==> src/rtl/twb_pkg.sv <==
package twb_pkg;
  localparam int BYTE_W = 8;
  localparam int MAIN_W = 15;
  localparam int REF_W  = 9;
  localparam int THR_W  = 4;
  localparam int DAC_W  = 8;
  localparam int MODE_W = 4;
  localparam int SW_N   = 3;
  localparam int PUMP_W = 2;
  localparam int GRP_LEN = 3;
  localparam logic [4:0] ADDR_HI = 5'b11000;
  localparam logic [1:0] ADDR_LO = 2'b00;

  typedef enum logic [1:0] {PH_IDLE, PH_ADDR, PH_DATA, PH_SKIP} phase_t;
  typedef enum logic [1:0] {GRP_A = 2'b00, GRP_B = 2'b01, GRP_C = 2'b10, GRP_D = 2'b11} grp_t;

  typedef struct packed {
    logic [MAIN_W-1:0] main_ratio;
    logic [REF_W-1:0]  ref_ratio;
    logic [THR_W-1:0]  thr_rf_lvl;
    logic [THR_W-1:0]  thr_rf_act;
    logic [THR_W-1:0]  thr_if_lvl;
    logic [DAC_W-1:0]  dac_a;
    logic [DAC_W-1:0]  dac_b;
    logic [DAC_W-1:0]  dac_c;
    logic              loop_amp_off;
    logic              div_monitor;
    logic              pump_off;
    logic [PUMP_W-1:0] pump_cur;
    logic [SW_N-1:0]   sw;
    logic [MODE_W-1:0] mode;
  } cfg_t;
endpackage

==> src/rtl/twb_line_sync.sv <==
module twb_line_sync #(
  parameter int STAGES = 2
) (
  input  logic clk,
  input  logic rst_n,
  input  logic scl_i,
  input  logic sda_i,
  output logic scl_o,
  output logic sda_o,
  output logic scl_rise_o,
  output logic scl_fall_o,
  output logic start_o,
  output logic stop_o
);
  logic [STAGES-1:0] scl_q, sda_q;
  logic scl_p, sda_p;

  // synchroniser chains, idle bus level is high
  generate
    if (STAGES == 1) begin : g_one
      always_ff @(posedge clk) begin
        if (!rst_n) begin
          scl_q <= '1;
          sda_q <= '1;
        end else begin
          scl_q <= scl_i;
          sda_q <= sda_i;
        end
      end
    end else begin : g_many
      always_ff @(posedge clk) begin
        if (!rst_n) begin
          scl_q <= '1;
          sda_q <= '1;
        end else begin
          scl_q <= {scl_q[STAGES-2:0], scl_i};
          sda_q <= {sda_q[STAGES-2:0], sda_i};
        end
      end
    end
  endgenerate

  always_ff @(posedge clk) begin
    if (!rst_n) begin
      scl_p <= 1'b1;
      sda_p <= 1'b1;
    end else begin
      scl_p <= scl_o;
      sda_p <= sda_o;
    end
  end

  assign scl_o      = scl_q[STAGES-1];
  assign sda_o      = sda_q[STAGES-1];
  assign scl_rise_o = scl_o & ~scl_p;
  assign scl_fall_o = ~scl_o & scl_p;
  assign start_o    = scl_o & scl_p & sda_p & ~sda_o;
  assign stop_o     = scl_o & scl_p & ~sda_p & sda_o;
endmodule

==> src/rtl/twb_bit_rx.sv <==
module twb_bit_rx
  import twb_pkg::*;
(
  input  logic              clk,
  input  logic              rst_n,
  input  logic              scl_rise_i,
  input  logic              scl_fall_i,
  input  logic              start_i,
  input  logic              stop_i,
  input  logic              sda_i,
  input  logic              ack_en_i,
  output logic [BYTE_W-1:0] byte_o,
  output logic              byte_v_o,
  output logic              oe_o
);
  localparam int CNT_W = $clog2(BYTE_W + 2);
  localparam logic [CNT_W-1:0] LAST_BIT = CNT_W'(BYTE_W - 1);
  localparam logic [CNT_W-1:0] ACK_SLOT = CNT_W'(BYTE_W);
  localparam logic [CNT_W-1:0] ACK_DONE = CNT_W'(BYTE_W + 1);

  logic [CNT_W-1:0] cnt;

  always_ff @(posedge clk) begin
    if (!rst_n) begin
      cnt      <= '0;
      byte_o   <= '0;
      byte_v_o <= 1'b0;
      oe_o     <= 1'b0;
    end else begin
      byte_v_o <= 1'b0;
      if (start_i || stop_i) begin
        cnt  <= '0;
        oe_o <= 1'b0;
      end else if (scl_rise_i) begin
        if (cnt < ACK_SLOT) begin
          byte_o <= {byte_o[BYTE_W-2:0], sda_i};
          cnt    <= cnt + 1'b1;
          if (cnt == LAST_BIT) byte_v_o <= 1'b1;
        end else if (cnt == ACK_SLOT) begin
          cnt <= ACK_DONE;
        end
      end else if (scl_fall_i) begin
        if (cnt == ACK_SLOT && ack_en_i) begin
          oe_o <= 1'b1;
        end else if (cnt == ACK_DONE) begin
          oe_o <= 1'b0;
          cnt  <= '0;
        end
      end
    end
  end
endmodule

==> src/rtl/twb_group_dec.sv <==
module twb_group_dec
  import twb_pkg::*;
(
  input  logic              clk,
  input  logic              rst_n,
  input  logic              start_i,
  input  logic              stop_i,
  input  logic [BYTE_W-1:0] byte_i,
  input  logic              byte_v_i,
  input  logic              addr_sel_i,
  output logic              ack_en_o,
  output cfg_t              live_o,
  output logic              upd_o,
  output logic              div_en_o
);
  localparam int POS_W = $clog2(GRP_LEN);
  localparam logic [POS_W-1:0] POS_LAST = POS_W'(GRP_LEN - 1);

  phase_t           phase;
  cfg_t             stage;
  grp_t             gtype, kind;
  logic [POS_W-1:0] gpos;
  logic             accepted, bad;
  logic             a_full_t, b_full_t, a_seen, b_seen;
  logic             addr_hit;

  assign kind     = (gpos == '0) ? grp_t'(byte_i[7:6]) : gtype;
  assign addr_hit = (byte_i == {ADDR_HI, addr_sel_i, ADDR_LO});
  assign div_en_o = a_seen & b_seen;

  always_ff @(posedge clk) begin
    if (!rst_n) begin
      phase    <= PH_IDLE;
      stage    <= '0;
      live_o   <= '0;
      gtype    <= GRP_A;
      gpos     <= '0;
      accepted <= 1'b0;
      bad      <= 1'b0;
      a_full_t <= 1'b0;
      b_full_t <= 1'b0;
      a_seen   <= 1'b0;
      b_seen   <= 1'b0;
      upd_o    <= 1'b0;
      ack_en_o <= 1'b0;
    end else begin
      upd_o <= 1'b0;
      if (stop_i) begin
        if (accepted && !bad) begin
          live_o <= stage;
          upd_o  <= 1'b1;
          if (a_full_t) a_seen <= 1'b1;
          if (b_full_t) b_seen <= 1'b1;
        end
        phase    <= PH_IDLE;
        accepted <= 1'b0;
        bad      <= 1'b0;
        gpos     <= '0;
        a_full_t <= 1'b0;
        b_full_t <= 1'b0;
        ack_en_o <= 1'b0;
      end else if (start_i) begin
        ack_en_o <= 1'b0;
        if (phase == PH_IDLE) begin
          stage <= live_o;
          gpos  <= '0;
          phase <= PH_ADDR;
        end else if (gpos != '0) begin
          bad   <= 1'b1;
          phase <= PH_SKIP;
        end else if (!bad) begin
          phase <= PH_ADDR;
        end
      end else if (byte_v_i) begin
        unique case (phase)
          PH_ADDR: begin
            if (addr_hit) begin
              phase    <= PH_DATA;
              accepted <= 1'b1;
              ack_en_o <= 1'b1;
            end else begin
              phase    <= PH_SKIP;
              ack_en_o <= 1'b0;
            end
          end
          PH_DATA: begin
            ack_en_o <= 1'b1;
            gtype    <= kind;
            gpos     <= (gpos == POS_LAST) ? '0 : gpos + 1'b1;
            unique case (kind)
              GRP_A: begin
                if (gpos == 2'd0) stage.main_ratio[14:12] <= byte_i[2:0];
                if (gpos == 2'd1) stage.main_ratio[11:6]  <= byte_i[5:0];
                if (gpos == 2'd2) begin
                  stage.main_ratio[5:0] <= byte_i[5:0];
                  a_full_t <= 1'b1;
                end
              end
              GRP_B: begin
                if (gpos == 2'd0) begin
                  stage.ref_ratio[8] <= byte_i[4];
                  stage.thr_rf_lvl   <= byte_i[3:0];
                end
                if (gpos == 2'd1) begin
                  stage.ref_ratio[7:4] <= byte_i[7:4];
                  stage.thr_rf_act     <= byte_i[3:0];
                end
                if (gpos == 2'd2) begin
                  stage.ref_ratio[3:0] <= byte_i[7:4];
                  stage.thr_if_lvl     <= byte_i[3:0];
                  b_full_t <= 1'b1;
                end
              end
              GRP_C: begin
                if (gpos == 2'd1) stage.dac_a <= byte_i;
                if (gpos == 2'd2) stage.dac_b <= byte_i;
              end
              GRP_D: begin
                if (gpos == 2'd0) begin
                  stage.loop_amp_off <= byte_i[4];
                  stage.div_monitor  <= byte_i[3];
                  stage.pump_off     <= byte_i[2];
                  stage.pump_cur     <= byte_i[1:0];
                end
                if (gpos == 2'd1) begin
                  stage.sw   <= byte_i[7:5];
                  stage.mode <= byte_i[3:0];
                end
                if (gpos == 2'd2) stage.dac_c <= byte_i;
              end
            endcase
          end
          default: ack_en_o <= 1'b0;
        endcase
      end
    end
  end
endmodule

==> src/rtl/twb_cfg_slave.sv <==
module twb_cfg_slave
  import twb_pkg::*;
#(
  parameter int SYNC_STAGES = 2
) (
  input  logic              clk,
  input  logic              rst_n,
  input  logic              bus_clk_i,
  input  logic              bus_dat_i,
  input  logic              addr_sel_i,
  output logic              bus_dat_oe_o,
  output logic [MAIN_W-1:0] main_ratio_o,
  output logic [REF_W-1:0]  ref_ratio_o,
  output logic [THR_W-1:0]  thr_rf_lvl_o,
  output logic [THR_W-1:0]  thr_rf_act_o,
  output logic [THR_W-1:0]  thr_if_lvl_o,
  output logic [DAC_W-1:0]  dac_a_o,
  output logic [DAC_W-1:0]  dac_b_o,
  output logic [DAC_W-1:0]  dac_c_o,
  output logic              loop_amp_off_o,
  output logic              div_monitor_o,
  output logic              pump_off_o,
  output logic [PUMP_W-1:0] pump_cur_o,
  output logic [SW_N-1:0]   sw_o,
  output logic [MODE_W-1:0] mode_o,
  output logic              upd_done_o,
  output logic              dividers_en_o
);
  logic scl_s, sda_s, scl_rise, scl_fall, bus_start, bus_stop;
  logic [BYTE_W-1:0] rx_byte;
  logic rx_v, ack_en;
  cfg_t live_cfg;

  twb_line_sync #(.STAGES(SYNC_STAGES)) u_sync (
    .clk(clk), .rst_n(rst_n), .scl_i(bus_clk_i), .sda_i(bus_dat_i),
    .scl_o(scl_s), .sda_o(sda_s), .scl_rise_o(scl_rise), .scl_fall_o(scl_fall),
    .start_o(bus_start), .stop_o(bus_stop)
  );

  twb_bit_rx u_rx (
    .clk(clk), .rst_n(rst_n), .scl_rise_i(scl_rise), .scl_fall_i(scl_fall),
    .start_i(bus_start), .stop_i(bus_stop), .sda_i(sda_s), .ack_en_i(ack_en),
    .byte_o(rx_byte), .byte_v_o(rx_v), .oe_o(bus_dat_oe_o)
  );

  twb_group_dec u_dec (
    .clk(clk), .rst_n(rst_n), .start_i(bus_start), .stop_i(bus_stop),
    .byte_i(rx_byte), .byte_v_i(rx_v), .addr_sel_i(addr_sel_i),
    .ack_en_o(ack_en), .live_o(live_cfg), .upd_o(upd_done_o), .div_en_o(dividers_en_o)
  );

  assign main_ratio_o   = live_cfg.main_ratio;
  assign ref_ratio_o    = live_cfg.ref_ratio;
  assign thr_rf_lvl_o   = live_cfg.thr_rf_lvl;
  assign thr_rf_act_o   = live_cfg.thr_rf_act;
  assign thr_if_lvl_o   = live_cfg.thr_if_lvl;
  assign dac_a_o        = live_cfg.dac_a;
  assign dac_b_o        = live_cfg.dac_b;
  assign dac_c_o        = live_cfg.dac_c;
  assign loop_amp_off_o = live_cfg.loop_amp_off;
  assign div_monitor_o  = live_cfg.div_monitor;
  assign pump_off_o     = live_cfg.pump_off;
  assign pump_cur_o     = live_cfg.pump_cur;
  assign sw_o           = live_cfg.sw;
  assign mode_o         = live_cfg.mode;
endmodule

==> config.mk <==
export PLATFORM = sky130hd
export DESIGN_NAME = twb_cfg_slave
export DESIGN_NICKNAME = d
export VERILOG_FILES = /design/src/rtl/twb_pkg.sv /design/src/rtl/twb_line_sync.sv /design/src/rtl/twb_bit_rx.sv /design/src/rtl/twb_group_dec.sv /design/src/rtl/twb_cfg_slave.sv
export SDC_FILE = /design/constraint.sdc
export NUM_CORES = 1
export LEC_CHECK = 0
export ABC_AREA = 1
export CORE_MARGIN = 5
export CORE_UTILIZATION = 35
export CTS_BUF_LIST = sky130_fd_sc_hd__clkbuf_8
export DETAILED_ROUTE_END_ITERATION = 16
export DONT_BUFFER_PORTS = 1
export GPL_TIMING_DRIVEN = 0
export PLACE_DENSITY = 0.58
export SYNTH_ARGS = -nofsm -noshare
export SYNTH_HDL_FRONTEND = slang
export SYNTH_HIERARCHICAL = 1
export SYNTH_SLANG_ARGS = --single-unit
==> constraint.sdc <==
create_clock -name clk -period 2.6 [get_ports clk]
set_input_delay 0 -clock clk [delete_from_list [all_inputs] [get_ports clk]]
set_output_delay 0 -clock clk [all_outputs]
set_load 0.02 [all_outputs]
-- Yosys cells after proc, flatten, opt, wreduce, memory -nomap -nowiden
Cells that the tools add are included.
- word-level logic and storage cells: 184
- output and inout port bits: 75
- input port bits: 5
- flip-flop bits (word level): 178
- reduce and logical (&&, ||, !) cells: 50
- magnitude comparators: 1
- $add $sub $neg: 2
- bitwise operators: 19
- muxes and demuxes: 46
- eq/ne operators: 15
- operator list (cell ; number):
    two-way mux 72 bit ; 4
    AND reduction 6 bit ; 11
    two-way mux 4 bit ; 11
    nonzero test 2 bit ; 14
    two-way mux 2 bit ; 12
    two-way mux 21 bit ; 1
    AND reduction 3 bit ; 7
    two-way mux 20 bit ; 1
    two-way mux 16 bit ; 1
    two-way mux 8 bit ; 2
    two-way mux 15 bit ; 1
    two-way mux 6 bit ; 2
    AND reduction 4 bit ; 3
    NOT 1 bit ; 11
    AND reduction 5 bit ; 2
    bitwise AND 1 bit ; 8
    equality test 2 bit, second input constant ; 4
    equality test 4 bit, second input constant ; 2
    equality test 8 bit ; 1
    two-way mux 1 bit ; 7
    two-way mux 7 bit ; 1
    equality test 2 x 1 -> 1 bit, second input constant ; 3
    zero test 2 bit ; 3
    two-way mux 5 bit ; 1
    17 further kinds ; 20

-- Depth between registers and ports, before layout
- depth in word-level cells: 7
- depth in mapped cells: 13
- mapped depth without buffers: 11

-- Modules after synthesis
The synthesis kept the hierarchy.
- modules (own cells, without submodules) (module ; sequential area each (um^2) ; cells each ; times used ; area an instance (um^2)):
    twb_group_dec ; 3163.0 ; 925 ; 1 ; 6647.6
    twb_bit_rx ; 280.3 ; 79 ; 1 ; 616.8
    twb_line_sync ; 120.1 ; 27 ; 1 ; 198.9

-- Worst setup path after synthesis
No wires, ideal clock.
- path kind: flip-flop to flip-flop
- from: reg u_sync.scl_q[1]
- to: reg u_dec/live_o[0] (netlist name)
- path buffers: 1
- arrival time: 1.553 ns
- slack: 0.931 ns
- data required time: 2.484 ns
- stages on the path, launching flop included: 9
- period minus slack after synthesis: 1.669 ns
- library setup time: 0.116 ns
- cells stage by stage: dfxtp_1 -> nand2_1 -> nor2_1 -> inv_1 -> nor3_2 -> inv_2 -> clkbuf_1 -> nor2_1 -> nor2_1
- word-level cells in the longest chain between the ends: 4
- RTL lines (item ; RTL line ; RTL):
    start: declaration ; twb_line_sync.sv:15 ; logic [STAGES-1:0] scl_q, sda_q;
    start signal: assignment ; twb_line_sync.sv:36 ; scl_q <= {scl_q[STAGES-2:0], scl_i};
    bitwise AND 1 bit (3 in a row) ; twb_line_sync.sv:58 ; assign stop_o = scl_o & scl_p & ~sda_p & sda_o;
    net bus_stop ; twb_cfg_slave.sv:29 ; logic scl_s, sda_s, scl_rise, scl_fall, bus_start, bus_stop;
    AND reduction 2 bit (no line) ; - ;
    end signal: assignment ; twb_group_dec.sv:50 ; live_o <= stage;
    end: declaration ; twb_group_dec.sv:12 ; output cfg_t live_o,
The timed path passes the listed nets, and every way through them passes these cells.
A chain may end at the register's enable or synchronous reset.

-- Worst setup path in the final report
- from: reg u_sync.sda_q[1]
- to: reg u_dec/stage[23] (netlist name)
- word-level cells in the longest chain between the ends: 4
- elaborated cells on any way between the ends: 11
- those cells by class: 1 x eq/ne; 1 x mux; 4 x bitwise; 5 x reduce/logical
- RTL lines (item ; RTL line ; RTL):
    start: declaration ; twb_line_sync.sv:15 ;
    start signal: assignment ; twb_line_sync.sv:37 ; sda_q <= {sda_q[STAGES-2:0], sda_i};
    NOT 1 bit * ; twb_line_sync.sv:57 ; assign start_o = scl_o & scl_p & sda_p & ~sda_o;
    bitwise AND 1 bit * ; twb_line_sync.sv:57 ;
    net bus_start ; twb_cfg_slave.sv:29 ;
    inequality test 2 x 1 -> 1 bit (no line) or nonzero test 2 bit (tied branches) ; - ;
    AND reduction 6 bit (no line) ; - ;
    end signal: assignment ; twb_group_dec.sv:65 ; stage <= live_o;
    end: declaration ; twb_group_dec.sv:20 ; cfg_t stage;
Mark *: on every way through the listed nets, which the timed path passes. The rest lies on a longest branch.

==> summary.md <==
| Metric | Value |
|---|---|
| Post-Layout Inst Area | `0.00828 mm2` |
| Slew headroom | `0.153` |
| Die Wd | `roughly 160 um` |
| CP Max Fanout | `10` |
| Non-filler cells, final | `1344` |
| Mapped Nets | `about 1000` |
| Worst-Margin Slew | `1.27 ns` |
| Largest net degree at the start of global routing | `19` |
| Kind of start point of the critical path | `register` |
| Worst path required time | `roughly 3.0 ns` |
| Final count of negative-setup-slack endpoints | `0` |
| RSZ-0062 raised after global routing | `false` |
| Critical path arrival | `approximately 2.7 ns` |
| Power per cell area | `around 600 mW/mm2` |
| Worst hold path type | `in -> reg` |
| Reg2reg end | `u_dec/stage[23]$_SDFFE_PN0P_` |
| Global Route Usage Sum | `0.185` |
| Critical path capture point | `u_dec/stage[23]$_SDFFE_PN0P_` |
| Ratio of cells with drive above 1 in the final layout | `0.0842` |
| VDD IR max | `roughly 0.00034 V` |
| CTS Buffer Depth | `2` |
| Main synth FF type | `dfxtp_1` |
| DRT iter0 DRCs | `around 630` |
| Worst-Skew Late Latency | `~0.48 ns` |
| Result of the run | `finished clean` |
| H-tree levels | `4` |
| DP Wirelength | `15300 um` |
| Root Driver | `clkbuf_8` |
| Clock slew at reported path FFs | `0.10 ns` |
| Post-synthesis cell type with the largest combined area | `dfxtp_1` |
| Die area | `0.0243 mm2` |
| Slack of the critical path | `roughly 0.35 ns` |
| Total Negative Setup Slacks | `0 ns` |
| Row cnt | `53` |
| FF-to-FF path depth | `10` |
| Top cells by area, synth | `dfxtp_1, nor2_1, a21oi_1` |
| Clock sinks | `approximately 180` |
| Die span in y | `between 150 and 200 um` |
| Port Buffer Count | `0` |
| CP startpoint | `u_sync/sda_q[1]$_SDFF_PN1_` |
| Worst Clk Skew | `around 0.019 ns` |
| Placed Cells | `between 1000 and 1500` |
| Ys async rst share | `0` |
| GRT overflow | `0` |
| Total Wirelength | `between 20000 and 25000 um` |
| Yosys top cell area share | `0.477` |
| Fin. Hold Viols | `0` |
| Lkg Pwr | `roughly 3.5 nW` |
| Maximum clock rate | `444 MHz` |
| Fin crit share | `0.866` |
| Initial core utilization | `0.355` |
| Residual DRC | `0` |
| Average size of a mapped cell | `~7.2 um2` |
| Most common cell in the netlist | `nor2_1` |
| Warnings, synthesis | `6` |
| CP Capture Type | `register` |
| Final antenna-violating net count | `0` |
| GP Congestion | `about 0.84` |
| CTS Buf Count | `17` |
| Nets@finish | `between 1000 and 1500` |
| Post-DR wirelength/cell | `17.0 um` |
| Sequential share of the synthesized area | `0.477` |
| Tmin final | `2.25 ns` |
| Layout area overhead | `11.0%` |
| # IOs | `80` |
| EDFF count, synth | `0` |
| #FFs+latches synth | `approximately 180` |
| Max-Cap Viols | `0` |
| R2R Setup Slk | `0.35 ns` |
| Vias | `~6900` |
| Pre-CTS setup slack | `-0.118 ns` |
| CTS tree | `done` |
| First-pass GRT wire length | `roughly 35000 um` |
| Vias in the first global route | `6181` |
| Yosys cell types | `30` |
| Critical R2R Launch | `u_sync/sda_q[1]$_SDFF_PN1_` |
| Initial DRT Pass Iterations | `5` |
| Top post-synthesis cells by count | `nor2_1, dfxtp_1, a21oi_1` |
| Core area | `between 0.02 and 0.025 mm2` |
| Mapped Area | `roughly 0.0075 mm2` |
| Vias per Instance | `around 5` |
| Final Core Density | `0.394` |
| Post-Synthesis Cells | `about 1000` |
| Diode count | `0` |
| Post-DP Area | `between 0.007 and 0.008 mm2` |
| Setup Crit Path Kind | `reg -> reg` |
| Fin. max-slew vios | `0` |
| Initial antenna violation count | `0` |
==> worst min-delay path by stage <==
stage	from	endpoint	slack, ns	cells past startpoint
detailed placement	rst_n	u_sync/sda_q[0]$_SDFF_PN1_	0.08	1
CTS	rst_n	u_dec/live_o[6]$_SDFFE_PN0N_	0.005	3
global placement	rst_n	u_sync/sda_q[0]$_SDFF_PN1_	0.07	1
floorplan	rst_n	u_sync/scl_q[0]$_SDFF_PN1_	0.07	1
finish	rst_n	u_dec/live_o[8]$_SDFFE_PN0N_	0.01	3
global route	rst_n	u_dec/live_o[3]$_SDFFE_PN0N_	0.02	3
==> registers in the layout (all words and copies together) (netlist names) <==
name and cells:
u_sync/scl_q 2, u_dec/phase 2, u_dec/a_full_t 1, u_dec/stage 72, u_dec/gtype 2, u_dec/live_o 72
u_rx/cnt 4, u_dec/a_seen 1, u_dec/b_full_t 1, u_rx/byte_o 8, u_sync/sda_p 1, u_rx/oe_o 1
u_sync/scl_p 1, u_dec/bad 1, u_dec/b_seen 1, u_dec/ack_en_o 1, u_sync/sda_q 2, u_dec/accepted 1
u_dec/upd_o 1, u_dec/gpos 2, u_rx/byte_v_o 1
==> power breakdown <==
part           leakage [nW]  switching, mW  internal (mW)
registers              1.44        0.00937           2.74
clock network         0.213           1.12          0.914
logic                  1.86          0.210         0.0823
==> final cells by class <==
| class | count | area (um2) |
|---|---|---|
| timing repair buffer | 6 | 55.1 |
| tap | 275 | 344 |
| clock buffer | 18 | 248 |
| clock inverter | 14 | 166 |
| inverter | 43 | 166 |
| buffer | 71 | 368 |
| fill | 2207 | 12700 |
| sequential | 178 | 3560 |
| multi-input combinational | 739 | 3370 |
==> cell families after synthesis <==
| kind of cell | after synthesis | synth area share |
|---|---|---|
| AO/OA/AOI/OAI | 251 | 0.170 |
| adder cells (fa/ha/maj) | 6 | 0.0101 |
| buffers and inverters | 114 | 0.0716 |
| flip-flops | 178 | 0.477 |
| AND/OR/NAND/NOR | 482 | 0.271 |
==> metal layers <==
metal | wire, um | track usage | vias up
met5 | 0 | 0 | -
met4 | 233 | 0.0434 | 0
met3 | 1850 | 0.0538 | 19
met2 | 10400 | 0.288 | 216
met1 | 10400 | 0.254 | 3255
li1 | - | - | 3430
==> metrics by stage <==
| stage | hold WS, ns | power (mW) |
|---|---|---|
| floorplan | 0.0687 | 3.01 |
| global placement | 0.0747 | 3.09 |
| detailed placement | 0.0776 | 3.09 |
| CTS | 0.00529 | 5.12 |
| global route | 0.0181 | 5.27 |
| finish | 0.0102 | 5.07 |
==> repair_timing <==
action	in CTS	in global routing
hold buffers	4	0
endpoints found under the hold margin	52	0
setup buffers	0	2
endpoints found under the setup margin	70	2
resized for setup	1	0
pin swaps	0	1
==> worst max-delay path, stage by stage (launching register included) <==
cell and delay [ns]:
dfxtp_1 0.35, inv_1 0.06, nand2_1 0.05, nor2_1 0.06, buf_6 0.15, buf_2 0.19, nor2_1 0.97, a21oi_1 0.09
nand3_1 0.14, nand2_1 0.05, nor2_1 0.09
==> placed cells by master (no fill, tap or decap), types with 2 or more instances in the layout <==
master / count
dlygate4sd3_1: 4
inv_1: 38
nor2_1: 259
ha_1: 6
nand2_1: 115
nand3_4: 2
nor3_1: 3
buf_6: 7
nand2_2: 5
bufinv_16: 2
nand3_1: 81
o21ai_0: 86
clkbuf_1: 31
o21ai_1: 2
inv_2: 4
buf_2: 21
nor2_4: 3
buf_1: 6
nor2_2: 4
clkinv_4: 3
buf_4: 8
a22o_1: 2
dfxtp_1: 178
inv_8: 2
nand4_1: 6
clkbuf_8: 18
a21oi_1: 158
inv_6: 7
Power figures use the tool's default switching activity.
